### src/rtl/sdf_pkg.sv
package sdf_pkg;

    // Field positions inside the debug/mode word; software decodes these.
    localparam int STATE_W   = 4;
    localparam int FILL_LSB  = 4;
    localparam int WTHR_LSB  = 9;
    localparam int RTHR_LSB  = 14;

    typedef enum logic {
        DIR_RX = 1'b0,
        DIR_TX = 1'b1
    } sdf_dir_e;

endpackage

### src/rtl/sdf_store.sv
module sdf_store #(
    parameter int WIDTH = 32,
    parameter int DEPTH = 16
) (
    input  logic             clk,
    input  logic             rst_n,
    input  logic             flush,
    input  logic             push_ok,
    input  logic             pop_ok,
    input  logic [WIDTH-1:0] wdata,
    output logic [WIDTH-1:0] head
);
    localparam int PTR_W = (DEPTH > 1) ? $clog2(DEPTH) : 1;
    localparam logic [PTR_W-1:0] LAST = PTR_W'(DEPTH - 1);
    localparam logic [PTR_W-1:0] ONE  = PTR_W'(1);

    typedef struct packed {
        logic [PTR_W-1:0] wr_ptr;
        logic [PTR_W-1:0] rd_ptr;
    } ptr_t;

    ptr_t st_d, st_q;
    logic [WIDTH-1:0] mem_q [DEPTH];

    function automatic logic [PTR_W-1:0] bump(input logic [PTR_W-1:0] p);
        return (p == LAST) ? '0 : p + ONE;
    endfunction

    always_comb begin
        st_d = st_q;
        if (flush) begin
            st_d.wr_ptr = '0;
            st_d.rd_ptr = '0;
        end else begin
            if (push_ok) st_d.wr_ptr = bump(st_q.wr_ptr);
            if (pop_ok)  st_d.rd_ptr = bump(st_q.rd_ptr);
        end
    end

    always_ff @(posedge clk or negedge rst_n) begin
        if (!rst_n) st_q <= '0;
        else        st_q <= st_d;
    end

    always_ff @(posedge clk) begin
        if (push_ok && !flush) mem_q[st_q.wr_ptr] <= wdata;
    end

    assign head = mem_q[st_q.rd_ptr];


    flush_ptr_chk: assert property (@(posedge clk) disable iff (!rst_n)
        flush |=> (st_q.wr_ptr == '0) && (st_q.rd_ptr == '0));

endmodule

### src/rtl/sdf_level.sv
module sdf_level #(
    parameter int DEPTH = 16,
    parameter int CNT_W = $clog2(DEPTH) + 1
) (
    input  logic             clk,
    input  logic             rst_n,
    input  logic             flush,
    input  logic             push_req,
    input  logic             pop_req,
    input  logic             err_clr,
    output logic             push_ok,
    output logic             pop_ok,
    output logic [CNT_W-1:0] count,
    output logic             err
);
    localparam logic [CNT_W-1:0] FULL = CNT_W'(DEPTH);
    localparam logic [CNT_W-1:0] ONE  = CNT_W'(1);

    typedef struct packed {
        logic [CNT_W-1:0] count;
        logic             err;
    } lvl_t;

    lvl_t st_d, st_q;
    logic ovf, unf;

    always_comb begin
        pop_ok  = !flush && pop_req && (st_q.count != '0);
        push_ok = !flush && push_req && ((st_q.count != FULL) || pop_ok);
        ovf     = !flush && push_req && !push_ok;
        unf     = !flush && pop_req && (st_q.count == '0);

        st_d = st_q;
        if (flush) begin
            st_d.count = '0;
        end else begin
            if (push_ok) st_d.count = st_d.count + ONE;
            if (pop_ok)  st_d.count = st_d.count - ONE;
        end

        if (ovf || unf)   st_d.err = 1'b1;
        else if (err_clr) st_d.err = 1'b0;
    end

    always_ff @(posedge clk or negedge rst_n) begin
        if (!rst_n) st_q <= '0;
        else        st_q <= st_d;
    end

    assign count = st_q.count;
    assign err   = st_q.err;


    count_bound_chk: assert property (@(posedge clk) disable iff (!rst_n)
        st_q.count <= FULL);


    no_overflow_chk: assert property (@(posedge clk) disable iff (!rst_n)
        (push_req && !pop_req && !flush && st_q.count == FULL)
        |=> (st_q.err && st_q.count == FULL));


    no_underflow_chk: assert property (@(posedge clk) disable iff (!rst_n)
        (pop_req && !push_req && !flush && st_q.count == '0)
        |=> (st_q.err && st_q.count == '0));


    push_pop_hold_chk: assert property (@(posedge clk) disable iff (!rst_n)
        (push_req && pop_req && !flush && st_q.count != '0) |=> $stable(st_q.count));


    flush_empty_chk: assert property (@(posedge clk) disable iff (!rst_n)
        flush |=> (st_q.count == '0));


    err_sticky_chk: assert property (@(posedge clk) disable iff (!rst_n)
        (st_q.err && !err_clr) |=> st_q.err);

endmodule

### src/rtl/sdf_thresh.sv
module sdf_thresh #(
    parameter int DEPTH   = 16,
    parameter int CNT_W   = $clog2(DEPTH) + 1,
    parameter int THR_W   = 5,
    parameter int THR_RST = 4
) (
    input  logic             clk,
    input  logic             rst_n,
    input  logic             cfg_wr,
    input  logic [THR_W-1:0] cfg_wr_thr,
    input  logic [THR_W-1:0] cfg_rd_thr,
    input  logic [CNT_W-1:0] count,
    output logic [THR_W-1:0] wr_thr,
    output logic [THR_W-1:0] rd_thr,
    output logic             rd_req,
    output logic             wr_req
);
    localparam int CMP_W = (CNT_W > THR_W) ? CNT_W : THR_W;
    localparam logic [THR_W-1:0] LIMIT = THR_W'(DEPTH);
    localparam logic [THR_W-1:0] INIT  = THR_W'(THR_RST);
    localparam logic [CNT_W-1:0] FULL  = CNT_W'(DEPTH);

    typedef struct packed {
        logic [THR_W-1:0] wr_thr;
        logic [THR_W-1:0] rd_thr;
    } thr_t;

    thr_t st_d, st_q;
    logic [CNT_W-1:0] free_words;

    function automatic logic [THR_W-1:0] clamp(input logic [THR_W-1:0] v);
        return (v > LIMIT) ? LIMIT : v;
    endfunction

    always_comb begin
        st_d = st_q;
        if (cfg_wr) begin
            st_d.wr_thr = clamp(cfg_wr_thr);
            st_d.rd_thr = clamp(cfg_rd_thr);
        end
        free_words = FULL - count;
        rd_req = CMP_W'(count)      >= CMP_W'(st_q.rd_thr);
        wr_req = CMP_W'(free_words) >= CMP_W'(st_q.wr_thr);
    end

    always_ff @(posedge clk or negedge rst_n) begin
        if (!rst_n) begin
            st_q.wr_thr <= INIT;
            st_q.rd_thr <= INIT;
        end else begin
            st_q <= st_d;
        end
    end

    assign wr_thr = st_q.wr_thr;
    assign rd_thr = st_q.rd_thr;


    thr_limit_chk: assert property (@(posedge clk) disable iff (!rst_n)
        (st_q.wr_thr <= LIMIT) && (st_q.rd_thr <= LIMIT));


    thr_hold_chk: assert property (@(posedge clk) disable iff (!rst_n)
        !cfg_wr |=> $stable(st_q));

endmodule

### src/rtl/sd_data_fifo.sv
module sd_data_fifo
    import sdf_pkg::*;
#(
    parameter int WIDTH   = 32,
    parameter int DEPTH   = 16,
    parameter int THR_W   = 5,
    parameter int THR_RST = 4,
    parameter int CNT_W   = $clog2(DEPTH) + 1
) (
    input  logic               clk,
    input  logic               rst_n,
    input  logic               flush,
    input  logic               dir_tx,
    input  logic               host_wr,
    input  logic [WIDTH-1:0]   host_wdata,
    input  logic               host_rd,
    input  logic               line_push,
    input  logic [WIDTH-1:0]   line_wdata,
    input  logic               line_pop,
    output logic [WIDTH-1:0]   head_data,
    input  logic [STATE_W-1:0] line_state,
    input  logic               cfg_wr,
    input  logic [THR_W-1:0]   cfg_wr_thr,
    input  logic [THR_W-1:0]   cfg_rd_thr,
    input  logic               err_clr,
    output logic [CNT_W-1:0]   fill,
    output logic               rd_req,
    output logic               wr_req,
    output logic               fifo_err,
    output logic [31:0]        dbg_view
);
    sdf_dir_e         dir;
    logic             push_req, pop_req, push_ok, pop_ok;
    logic [WIDTH-1:0] wdata;
    logic [THR_W-1:0] wr_thr, rd_thr;

    always_comb begin
        dir      = sdf_dir_e'(dir_tx);
        push_req = (dir == DIR_TX) ? host_wr    : line_push;
        pop_req  = (dir == DIR_TX) ? line_pop   : host_rd;
        wdata    = (dir == DIR_TX) ? host_wdata : line_wdata;
    end

    sdf_level #(.DEPTH(DEPTH), .CNT_W(CNT_W)) u_level (
        .clk(clk), .rst_n(rst_n), .flush(flush),
        .push_req(push_req), .pop_req(pop_req), .err_clr(err_clr),
        .push_ok(push_ok), .pop_ok(pop_ok), .count(fill), .err(fifo_err)
    );

    sdf_store #(.WIDTH(WIDTH), .DEPTH(DEPTH)) u_store (
        .clk(clk), .rst_n(rst_n), .flush(flush),
        .push_ok(push_ok), .pop_ok(pop_ok), .wdata(wdata), .head(head_data)
    );

    sdf_thresh #(.DEPTH(DEPTH), .CNT_W(CNT_W), .THR_W(THR_W), .THR_RST(THR_RST)) u_thresh (
        .clk(clk), .rst_n(rst_n), .cfg_wr(cfg_wr),
        .cfg_wr_thr(cfg_wr_thr), .cfg_rd_thr(cfg_rd_thr), .count(fill),
        .wr_thr(wr_thr), .rd_thr(rd_thr), .rd_req(rd_req), .wr_req(wr_req)
    );

    always_comb begin
        dbg_view = '0;
        dbg_view[STATE_W-1:0]         = line_state;
        dbg_view[FILL_LSB +: CNT_W]   = fill;
        dbg_view[WTHR_LSB +: THR_W]   = wr_thr;
        dbg_view[RTHR_LSB +: THR_W]   = rd_thr;
    end


    side_ignore_chk: assert property (@(posedge clk) disable iff (!rst_n)
        (!flush && dir_tx && !host_wr && !line_pop) |=> $stable(fill));

endmodule

### config.mk
export PLATFORM = sky130hd
export DESIGN_NAME = sd_data_fifo
export DESIGN_NICKNAME = d
export VERILOG_FILES = /design/src/rtl/sdf_pkg.sv /design/src/rtl/sdf_store.sv /design/src/rtl/sdf_level.sv /design/src/rtl/sdf_thresh.sv /design/src/rtl/sd_data_fifo.sv
export SDC_FILE = /design/constraint.sdc
export NUM_CORES = 1
export LEC_CHECK = 0
export ABC_CLOCK_PERIOD_IN_PS = 13800
export BUFFER_PORTS_ARGS = -buffer_cell sky130_fd_sc_hd__buf_2
export CELL_PAD_IN_SITES_DETAIL_PLACEMENT = 1
export CELL_PAD_IN_SITES_GLOBAL_PLACEMENT = 1
export CORE_MARGIN = 5
export CORE_UTILIZATION = 30
export CTS_CLUSTER_SIZE = 25
export DETAILED_ROUTE_END_ITERATION = 16
export PLACE_DENSITY_LB_ADDON = 0.1
export SYNTH_ARGS = -nofsm -noshare
export SYNTH_HDL_FRONTEND = slang
export SYNTH_SLANG_ARGS = --single-unit
### constraint.sdc
create_clock -name clk -period 13.8 [get_ports clk]
set_clock_uncertainty 0.1 [all_clocks]
set_input_delay 1.38 -clock clk [delete_from_list [all_inputs] [get_ports clk]]
set_output_delay 1.38 -clock clk [all_outputs]
set_load 0.01 [all_outputs]
Word level (Yosys, flattened, before mapping)

Memory sizes are Yosys's and may differ from the RTL's.
Cells that the tools add are included.

Register bits after elaboration: 24
RAM bits: 512
Input bits: 88
Output and inout port bits: 72
Logic and storage cells: 53
Memories kept: 1

$add $sub $neg: 5
$lt $le $gt $ge: 4
Equality and inequality tests: 3
Muxes and demuxes: 18
Reduce and logical (&&, ||, !) cells: 16

Memory list:

| name          | depth | bits a word | rd ports | clocked after Yosys merged registers in | wr ports | line            | text |
|---|---|---|---|---|---|---|---|
| u_store.mem_q | 16    | 32          | 1        | 0                                       | 1        | sdf_store.sv:23 | `logic [WIDTH-1:0] mem_q [DEPTH];` |

Operators by type and width:

| kind                                              | number |
|---|---|
| two-way mux 32 bit                                | 1 |
| two-way mux 5 bit                                 | 6 |
| two-way mux 4 bit                                 | 4 |
| greater-or-equal comparator 5 bit                 | 2 |
| > comparator 5 bit (second input constant)        | 2 |
| adder 4 x 1 -> 4 bit (second input constant)      | 2 |
| equality test 4 bit (second input constant)       | 2 |
| two-way mux 8 bit                                 | 1 |
| logical AND 1 bit                                 | 7 |
| two-way mux 1 bit                                 | 6 |
| nonzero test 2 bit                                | 3 |
| adder 5 x 1 -> 5 bit (second input constant)      | 1 |
| zero test 5 bit                                   | 1 |
| != test 5 bit (second input constant)             | 1 |
| nonzero test 5 bit                                | 1 |
| subtractor 5 x 1 -> 5 bit (second input constant) | 1 |
| subtractor 5 bit (first input constant)           | 1 |
| zero test 1 bit                                   | 2 |
| logical OR 1 bit                                  | 2 |

Longest topological paths before layout

Gate-level depths: netlist of the first run.

Depth after elaboration: 10
Gate-level depth with buffers: 11
Depth with buffers taken out: 11

Cells and area by module

From an unflattened synthesis of the first run, not the netlist that was laid out.

Cells, all modules: 1111
Area total of the unflattened synthesis: 22054.9 um2

By module, submodules not included:

| module       | times used | cells each | area each (um2) | seq. area each (um2) |
|---|---|---|---|---|
| sdf_store    | 1          | 931        | 20155.6         | 15574.9 |
| sd_data_fifo | 1          | 61         | 735.7           | 0.0 |
| sdf_thresh   | 1          | 73         | 676.9           | 252.7 |
| sdf_level    | 1          | 46         | 486.7           | 150.1 |

Least setup slack after synthesis of the first run

No wires, ideal clock.

Path type: input-to-reg
Start point: input port dir_tx
End point: memory u_store.mem_q[7][0] (enable)
Setup time: 461 ps
Arrival: 4360 ps
Data required time: 13239 ps
Path slack: 8879 ps
Stages: 4
Buffers on the path: 1
Path through: buf_6 > mux2i_2 > a211o_4 > nor3_1

Longest elaborated chain between the ends: 8
Elaborated cells on any way between the ends: 10
Those cells by class: 4 x mux; 6 x reduce/logical

RTL lines:

| element                                     | line               | text |
|---|---|---|
| from (decl)                                 | sd_data_fifo.sv:13 | `input logic dir_tx,` |
| two-way mux 1 bit                           | sd_data_fifo.sv:40 | `pop_req = (dir == DIR_TX) ? line_pop : host_rd;` |
| logical AND 1 bit (2 in a row)              | sdf_level.sv:28    | `pop_ok = !flush && pop_req && (st_q.count != '0);` |
| logical OR 1 bit                            | sdf_level.sv:29    | `push_ok = !flush && push_req && ((st_q.count != FULL) \|\| pop_ok);` |
| logical AND 1 bit (*)                       | sdf_level.sv:29    |  |
| logical AND 1 bit (*)                       | sdf_store.sv:46    | `if (push_ok && !flush) mem_q[st_q.wr_ptr] <= wdata;` |
| two-way mux 1 bit (*)                       | sdf_store.sv:46    |  |
| two-way mux 1 bit (implied by the code) (*) | sdf_store.sv:46    |  |
| to (decl)                                   | sdf_store.sv:23    |  |

Mark *: on every way between the ends. The rest lies on a longest branch, timed or not.

Worst setup path after layout of the first run

Start point: register u_store.st_q[1] (netlist bit)
End point: output port head_data[21]

Longest elaborated chain between the ends: 1

RTL lines:

| element                | line               | text |
|---|---|---|
| from (decl)            | sdf_store.sv:22    | `ptr_t st_d, st_q;` |
| from (signal assigned) | sdf_store.sv:42    | `else st_q <= st_d;` |
| memory (16 x 32 bit)   | n/a                |  |
| to (decl)              | sd_data_fifo.sv:20 | `output logic [WIDTH-1:0] head_data,` |

No other way between the ends.

==> results summary, run 1 <==
The reported max-cap violation count came out at 0. The worst register-to-register path begins at u_level.count[0]$_DFF_PN0_. The type of the worst min-delay path is flip-flop to flip-flop. The worst setup path is captured at an output port. The number of global-route vias before repair was 12800. The sort of element at the start of the critical path is a flip-flop. The number of pins with negative max-slew slack in the final report is 0. After filler insertion, the fill cell instance count of the layout stands at 7305.

Among all flip-flop cells after synthesis, the most frequent one is sky130_fd_sc_hd__edfxtp_1. The total core area came out at 72600 um2. The first-pass GRT wire length came out at 85700 um. The HPWL after detailed placement is 30700 um. The area of placed instances came out at 23600 um2. After routing the design area is 25300 um2. After detailed routing, the average wire length per cell comes to 24.4 um. The smallest clock period supported by the final layout is computed as 5.49 ns. The count of TritonRoute iterations in the first routing pass came out at 5. The overflow left after global routing came out at 0. STA puts the critical path data required time at 12.32 ns. The beginning of the critical path is u_store.st_q[1]$_DFFE_PN0P_. The initial antenna violation count is 1. The power density over cell area came out at 166 nW/um2. The number of warning messages in the yosys log came out at 0.

The ratio of final minimum period to clock period came out at 0.398. Traced cell by cell, the critical path runs through buf_4 -> and2_2 -> a221oi_1 -> o21ai_0 -> nand2_1 -> buf_2. IR analysis of the VDD net gives a maximum drop of 117 uV. The most frequent cell after synthesis is sky130_fd_sc_hd__edfxtp_1. The number of hold violations in the final report came out at 0. The instance count of the mapped netlist came out at 1210. The post-detailed-routing wire length came out at 57300 um. The maximum count of clock buffers along a single path is 3. The maximum achievable frequency is 0.182 GHz. The average instance area after synthesis came out at 18.1 um2. The latest clock arrival within the worst-skew pair came out at 0.61 ns. In this run the worst setup path terminates at head_data[21].

By count the netlist is led by sky130_fd_sc_hd__edfxtp_1 (512), sky130_fd_sc_hd__mux2i_1 (98), sky130_fd_sc_hd__o21ai_0 (81). The number of cells on the worst reg-to-reg path is 10. The die footprint came out at 78400 um2. Counting every sink on the clock net gives 536.

The total routing resource utilization after global routing is 0.146. Setup repair after global routing left no endpoint under its margin. The fraction of final layout cells with drive strength greater than 1 came out at 0.280. The count of unresolved DRC violations after routing came out at 0. The number of antenna diodes in the final layout is 0. The number of buffers created by CTS is 60. Of the synthesized area, sequential elements account for 0.731. The biggest area contributor in the post-synthesis netlist is sky130_fd_sc_hd__edfxtp_1.

The pin count of the biggest net entering global routing came out at 120. The maximum level of the CTS H-tree is 2. The number of buffers added on ports came out at 138. The post-cts hold buffer count is 0. The clock-pin slew on the worst setup and hold paths came out at 0.06 ns. The area growth from synthesis to layout is 16.0%. The initial utilization of the core area, before any placement, comes to 0.301. The design draws 0.00420 W.

The count of flip-flops with a built-in enable after synthesis came out at 512. The flow ran to the end, and the final reports show no timing, DRC or antenna violations. The setup path with the least slack is of type flip-flop to output port. The clock tree from TritonCTS is yes.

By area the synthesized netlist is led by sky130_fd_sc_hd__edfxtp_1 (70%), sky130_fd_sc_hd__mux4_2 (6.6%), sky130_fd_sc_hd__mux2i_1 (4.5%), sky130_fd_sc_hd__mux2_2 (3.4%), sky130_fd_sc_hd__dfrtp_1 (2.5%). The leakage power total is 8.26 nW. On the critical path, the stage with the largest delay is an instance of sky130_fd_sc_hd__and2_2. In this run the critical register-to-register path is captured at u_store.mem_q[9][25]$_DFFE_PP_. The summed negative setup slack over all endpoints is 0 ns. The area of the mapped netlist came out at 21900 um2. The number of nets in the layout came out at 1462. The share of synthesized flip-flops with an asynchronous set or reset came out at 0.0448.

The count of cell types in the netlist came out at 49. The post-synthesis register bit count is 536. The largest single stage delay on the critical path is 1.10 ns. The initial detailed-routing violation count came out at 563. The actual transition at the worst max-transition pin came out at 1.24 ns.

Gates resized during post-CTS repair numbered 0. In this run the post-CTS setup repair buffer count came out at 0. The total number of vias is 11400. The minimum setup slack among reg-to-reg paths came out at 9.65 ns. The hold path depth is 2. Setup violations remaining at the end of the flow were counted as 0. Clock tree synthesis selected as its root buffer the cell sky130_fd_sc_hd__clkbuf_16. The y dimension of the die came out at 280 um. The horizontal die dimension came out at 280 um.

The top-level I/O count is 160. In this run the tightest slew margin relative to its limit is 0.174. The placer's final routability congestion estimate is 0.684.

The arrival time reported for the critical path endpoint came out at 4.01 ns. The via count normalized by instance count is 4.86. The maximum fanout along the worst path is 36. The number of cell rows is 99.

Of the post-synthesis cell area, the dominant cell type holds 0.703. The number of nets with antenna violations after detailed routing is 0.
## how the worst min path moves through the flow
stage	from	end	slack, ns
finish	u_level.err$_DFFE_PN0P_	u_level.err$_DFFE_PN0P_	0.42
global route	u_level.err$_DFFE_PN0P_	u_level.err$_DFFE_PN0P_	0.45
CTS	u_level.err$_DFFE_PN0P_	u_level.err$_DFFE_PN0P_	0.43
detailed placement	u_thresh.rd_thr[2]$_DFFE_PN1P_	u_thresh.rd_thr[2]$_DFFE_PN1P_	0.42
global placement	u_level.err$_DFFE_PN0P_	u_level.err$_DFFE_PN0P_	0.41
floorplan	u_thresh.rd_thr[2]$_DFFE_PN1P_	u_thresh.rd_thr[2]$_DFFE_PN1P_	0.41
## stage by stage
stage               hold slack (ns)   util  instances  worst slack, ns
finish                        0.423  0.349       2350             8.31
global route                  0.448  0.349       2350             8.02
CTS                           0.431  0.349       2350             8.15
detailed placement            0.419  0.325       2251             8.84
global placement              0.413  0.325       2251             8.81
floorplan                     0.412      -       1222             8.88
## critical path, delay by kind of cell, from the launching register on
family                 cells  cell delay (ns)
AO/OA/AOI/OAI              2             0.52
buffers and inverters      2             0.81
flip-flops                 1             0.81
AND/OR/NAND/NOR            2             1.23
## where the power goes
part           total [W]  switching, W  internal [W]
combinational   0.000821      0.000423      0.000398
clock            0.00149      0.000625      0.000860
sequential       0.00189     0.0000699       0.00182
## registers in the layout, indices dropped and copies added, names as in the netlist
signal,count
u_thresh.wr_thr,5
u_thresh.rd_thr,5
u_level.err,1
u_store.st_q,8
u_level.count,5
u_store.mem_q,512
## cells by family (layout without fill, tap and decap cells)
logic type / after synthesis / count (layout) / synth area share
AO/OA/AOI/OAI: 204 / 204 / 0.0597
flip-flops: 536 / 536 / 0.731
XOR/XNOR: 9 / 9 / 0.00361
other: 1 / 13 / 0.000172
AND/OR/NAND/NOR: 105 / 105 / 0.0248
adder cells (fa/ha/maj): 20 / 20 / 0.0114
multiplexers: 230 / 230 / 0.146
buffers and inverters: 105 / 274 / 0.0232
## cells in the final DEF, fill, tap and decap left out, drive strengths merged, types with 4 or more instances in the layout
master / n
edfxtp: 512
buf: 158
mux2i: 100
clkbuf: 86
o21ai: 81
mux2: 66
mux4: 64
nand2: 46
a21oi: 41
a221oi: 32
a22oi: 32
dfrtp: 22
ha: 20
inv: 17
conb: 13
nor2: 11
clkinv: 11
and2: 10
a21o: 9
nand3b: 8
xor2: 5
nor3: 5
xnor2: 4
and3: 4
## final cells by class
cell class	count	area, um2	share of cell area
repair buffers	158	853	0.0337
inverters	17	63.8	0.00252
well taps	959	1200	0.0473
clock inverters	13	118	0.00464
clock buffers	86	1660	0.0656
multi-input cells	581	5460	0.215
flip-flops and latches	536	16000	0.631
## routing by layer
metal	up-vias	wire [um]	share of wire	GRT usage
li1	5119	-	-	-
met5	-	0	0	0
met1	6034	26300	0.46	0.199
met3	75	1770	0.031	0.0196
met2	203	28000	0.49	0.245
met4	0	1210	0.021	0.0408
Power figures use the tool's default switching activity.
==> run 2: changes to the inputs <==
--- a/config.mk
+++ b/config.mk
@@ -5,7 +5,7 @@
 export SDC_FILE = /design/constraint.sdc
 export NUM_CORES = 1
 export LEC_CHECK = 0
-export ABC_CLOCK_PERIOD_IN_PS = 13800
+export ABC_CLOCK_PERIOD_IN_PS = 5050
 export BUFFER_PORTS_ARGS = -buffer_cell sky130_fd_sc_hd__buf_2
 export CELL_PAD_IN_SITES_DETAIL_PLACEMENT = 1
 export CELL_PAD_IN_SITES_GLOBAL_PLACEMENT = 1
==> constraint.sdc (replaced) <==
create_clock -name clk -period 5.05 [get_ports clk]
set_clock_uncertainty 0.1 [all_clocks]
set_input_delay 0.505 -clock clk [delete_from_list [all_inputs] [get_ports clk]]
set_output_delay 0.505 -clock clk [all_outputs]
set_load 0.01 [all_outputs]
==> run 2 against run 1 <==
  * Global-route usage rose by 0.35 points
  * Combinational power rose by 140%
  * Flip-flop and latch count did not move
  * Clock power rose to 2.9 times the previous value
  * Via count rose by 0.80%
  * Final cell count rose by 1.7%
  * Power rose to 2.7 times the previous value
  * Utilization rose by 0.65 points
  * Worst hold slack got worse by 0.25 ns
  * Setup slack got worse by 7.1 ns
  * Critical path type unchanged
  * Critical endpoint is now head_data[13]
==> results summary, run 2 (synthesized netlist as in run 1, its figures left out) <==
The largest registers in the layout are u_store.mem_q: 512 flops, u_store.st_q: 8 flops. The via count normalized by instance count was 4.82 (-0.89%). The worst register-to-register path begins at u_level.count[0]$_DFF_PN0_. The leading cell type in the layout, fill and taps excluded is sky130_fd_sc_hd__edfxtp_1. Compared with the post-synthesis result, the final layout area differs by 18.1%.

The fraction of final layout cells with drive strength greater than 1 came out at 0.294 (+0.0145). The number of nets with antenna violations after detailed routing came out at 0 (unchanged). The final HPWL from detailed placement came to 37600 um (+23%). Setup repair after global routing left no endpoint under its margin.

The maximum fanout along the worst path came to 26 (-28%). The critical path goes through nand2_1 -> buf_4 -> o21ai_0 -> a21oi_1 -> o21ai_0 -> nand2_1 -> buf_2. The number of setup buffers added after CTS came out at 0 (unchanged). The tightest min-delay check is of the input port to flip-flop type. The maximum achievable frequency is 0.259 GHz. The slowest stage of the critical path is the sky130_fd_sc_hd__nand2_1 cell. The leakage power total came out at 8.49 nW (+2.8%). The post-route minimum period came out at 3.86 ns. The final hold slack came out at 0.174 ns (-0.249 ns).

The number of hold violations in the final report is 0 (unchanged). The latest clock arrival within the worst-skew pair is 0.62 ns (about the same). The top-level I/O count came to 160 (unchanged). The sink count of the clock tree is 536 (unchanged). The number of nets in the layout is 1488 (+1.8%). The number of pins with negative max-slew slack in the final report came out at 0 (unchanged). The final number of setup-violating endpoints came to 0 (unchanged). The setup path with the least slack is of type flip-flop to output port. The run finished with clean final reports. The most critical setup path has its startpoint at u_store.st_q[1]$_DFFE_PN0P_. The post-detailed-routing wire length is 59100 um (+3.2%). The count of filler cells inserted in the layout is 7301 (-0.055%). The horizontal die dimension came out at 280 um (unchanged). The core occupancy in the finished layout was 0.356 (+0.00650). The largest stage delay on the critical path came to 0.73 ns (-0.37 ns).

The overflow left after global routing came out at 0 (unchanged). The number of flip-flops under the largest register name came out at 512 (unchanged). Counting flops per register, the top entry is u_store.mem_q. In the layout the commonest cells are sky130_fd_sc_hd__edfxtp_1 (512), sky130_fd_sc_hd__buf_2 (138), sky130_fd_sc_hd__mux2i_1 (98), sky130_fd_sc_hd__o21ai_0 (81), sky130_fd_sc_hd__mux2_2 (66). The count of TritonRoute iterations in the first routing pass came out at 4 (-1). The pin count of the biggest net entering global routing came to 47 (-61%).

The maximum count of clock buffers along a single path is 3 (unchanged). The arrival time reported for the critical path endpoint came out at 3.25 ns (-0.76 ns). The summed negative setup slack over all endpoints was 0 ns (unchanged). The maximum level of the CTS H-tree was 2 (unchanged). The total number of vias came out at 11500 (+0.80%).

The number of buffers created by CTS came to 61 (+1.7%). The total power came out at 0.0114 W (+170%). The remaining max-slew budget at the tightest pin was 0.290 (+0.116). The die footprint is 78400 um2 (unchanged). STA classifies the critical path endpoint as an output port. The initial core utilization came out at 0.301 (unchanged). The y dimension of the die was 280 um (unchanged). The initial detailed-routing violation count is 644 (+14%). The power density over cell area came out at 443 nW/um2 (+170%).

The worst ir drop on vdd is 258 uV (+120%). The clock-pin slew on the worst setup and hold paths was 0.06 ns (about the same). The number of buffers added on ports is 138 (unchanged). The total routing resource utilization after global routing is 0.149 (+0.00346).

The data required time of the critical path is 4.45 ns (-7.87 ns). The initial antenna violation count came out at 1 (unchanged). The first-pass GRT wire length is 86500 um (+0.95%). The number of non-filler instances in the completed layout is 2390 (+1.7%). The actual transition at the worst max-transition pin was 1.06 ns (-0.174 ns). The cell sitting at the root of the clock tree is a sky130_fd_sc_hd__clkbuf_16. The number of global-route vias before repair was 12500 (-2.3%).

The count of inserted antenna diode cells came to 0 (unchanged). The placer's final routability congestion estimate is 0.715 (+4.5%). The count of unresolved DRC violations after routing came out at 0 (unchanged). The number of cell rows is 99 (unchanged). The average wire per standard cell came to 24.7 um (+1.5%). The placed instance count came to 2264 (+0.58%). In this run the most critical hold path is launched from cfg_wr. The total core area came out at 72600 um2 (unchanged). The reported max-cap violation count is 0 (unchanged). TritonCTS built the clock tree.

The worst setup path is launched from a flip-flop. Of the available clock period, the critical path in the final layout requires 0.763.
-- run 2: what timing repair did --
| item | in CTS | in global routing |
|---|---|---|
| gates resized for setup | 0 | 0 |
| hold buffers | 12 | 0 |
| hold endpoints to repair | 33 | 0 |
-- run 2: critical path, delay by kind of cell (launching register included) --
family / cells / cell delay [ns]
buffers and inverters: 2 / 0.48
AOI/OAI and AO/OA: 3 / 0.60
DFF: 1 / 0.66
and+or+nand+nor: 2 / 0.88
-- run 2: power by group --
group          switching (W)  internal [W]
clock                0.00183       0.00251
sequential          0.000147       0.00498
combinational        0.00105      0.000925
-- run 2: final cells by class --
type                    instances  area [um2]  share of cell area
repair buffers                183        1130              0.0439
clock inverters                49         434              0.0168
well taps                     959        1200              0.0465
clock buffers                  65        1540              0.0597
inverters                      17        63.8             0.00247
flip-flops and latches        536       16000               0.619
multi-input cells             581        5460               0.211
-- run 2: worst paths after layout --
kind / slack, ns / endpoint / cells past startpoint
max: 1.19 / head_data[13] / 7
min: 0.17 / u_thresh.wr_thr[2]$_DFFE_PN1P_ / 3
max reg2reg: 1.23 / u_store.mem_q[0][8]$_DFFE_PP_ / 9
min reg2reg: 0.42 / u_thresh.wr_thr[2]$_DFFE_PN1P_ / 2
max in group asynchronous: 4.05 / u_store.st_q[1]$_DFFE_PN0P_ / 2
min in group asynchronous: 0.34 / u_thresh.rd_thr[4]$_DFFE_PN0P_ / 2
-- run 2: metrics by stage --
step,setup WS [ns],cell area (um2)
floorplan,0.392,21900
global placement,1.37,23700
detailed placement,1.20,23700
CTS,0.993,25800
global route,0.961,25800
finish,1.19,25800
-- run 2: per-layer routing --
metal / global-route usage / vias up / part of all wire
li1: - / 5184 / -
met1: 0.188 / 6057 / 0.42
met2: 0.268 / 193 / 0.52
met3: 0.0215 / 86 / 0.032
met4: 0.0418 / 2 / 0.025
met5: 0 / - / 0.00012
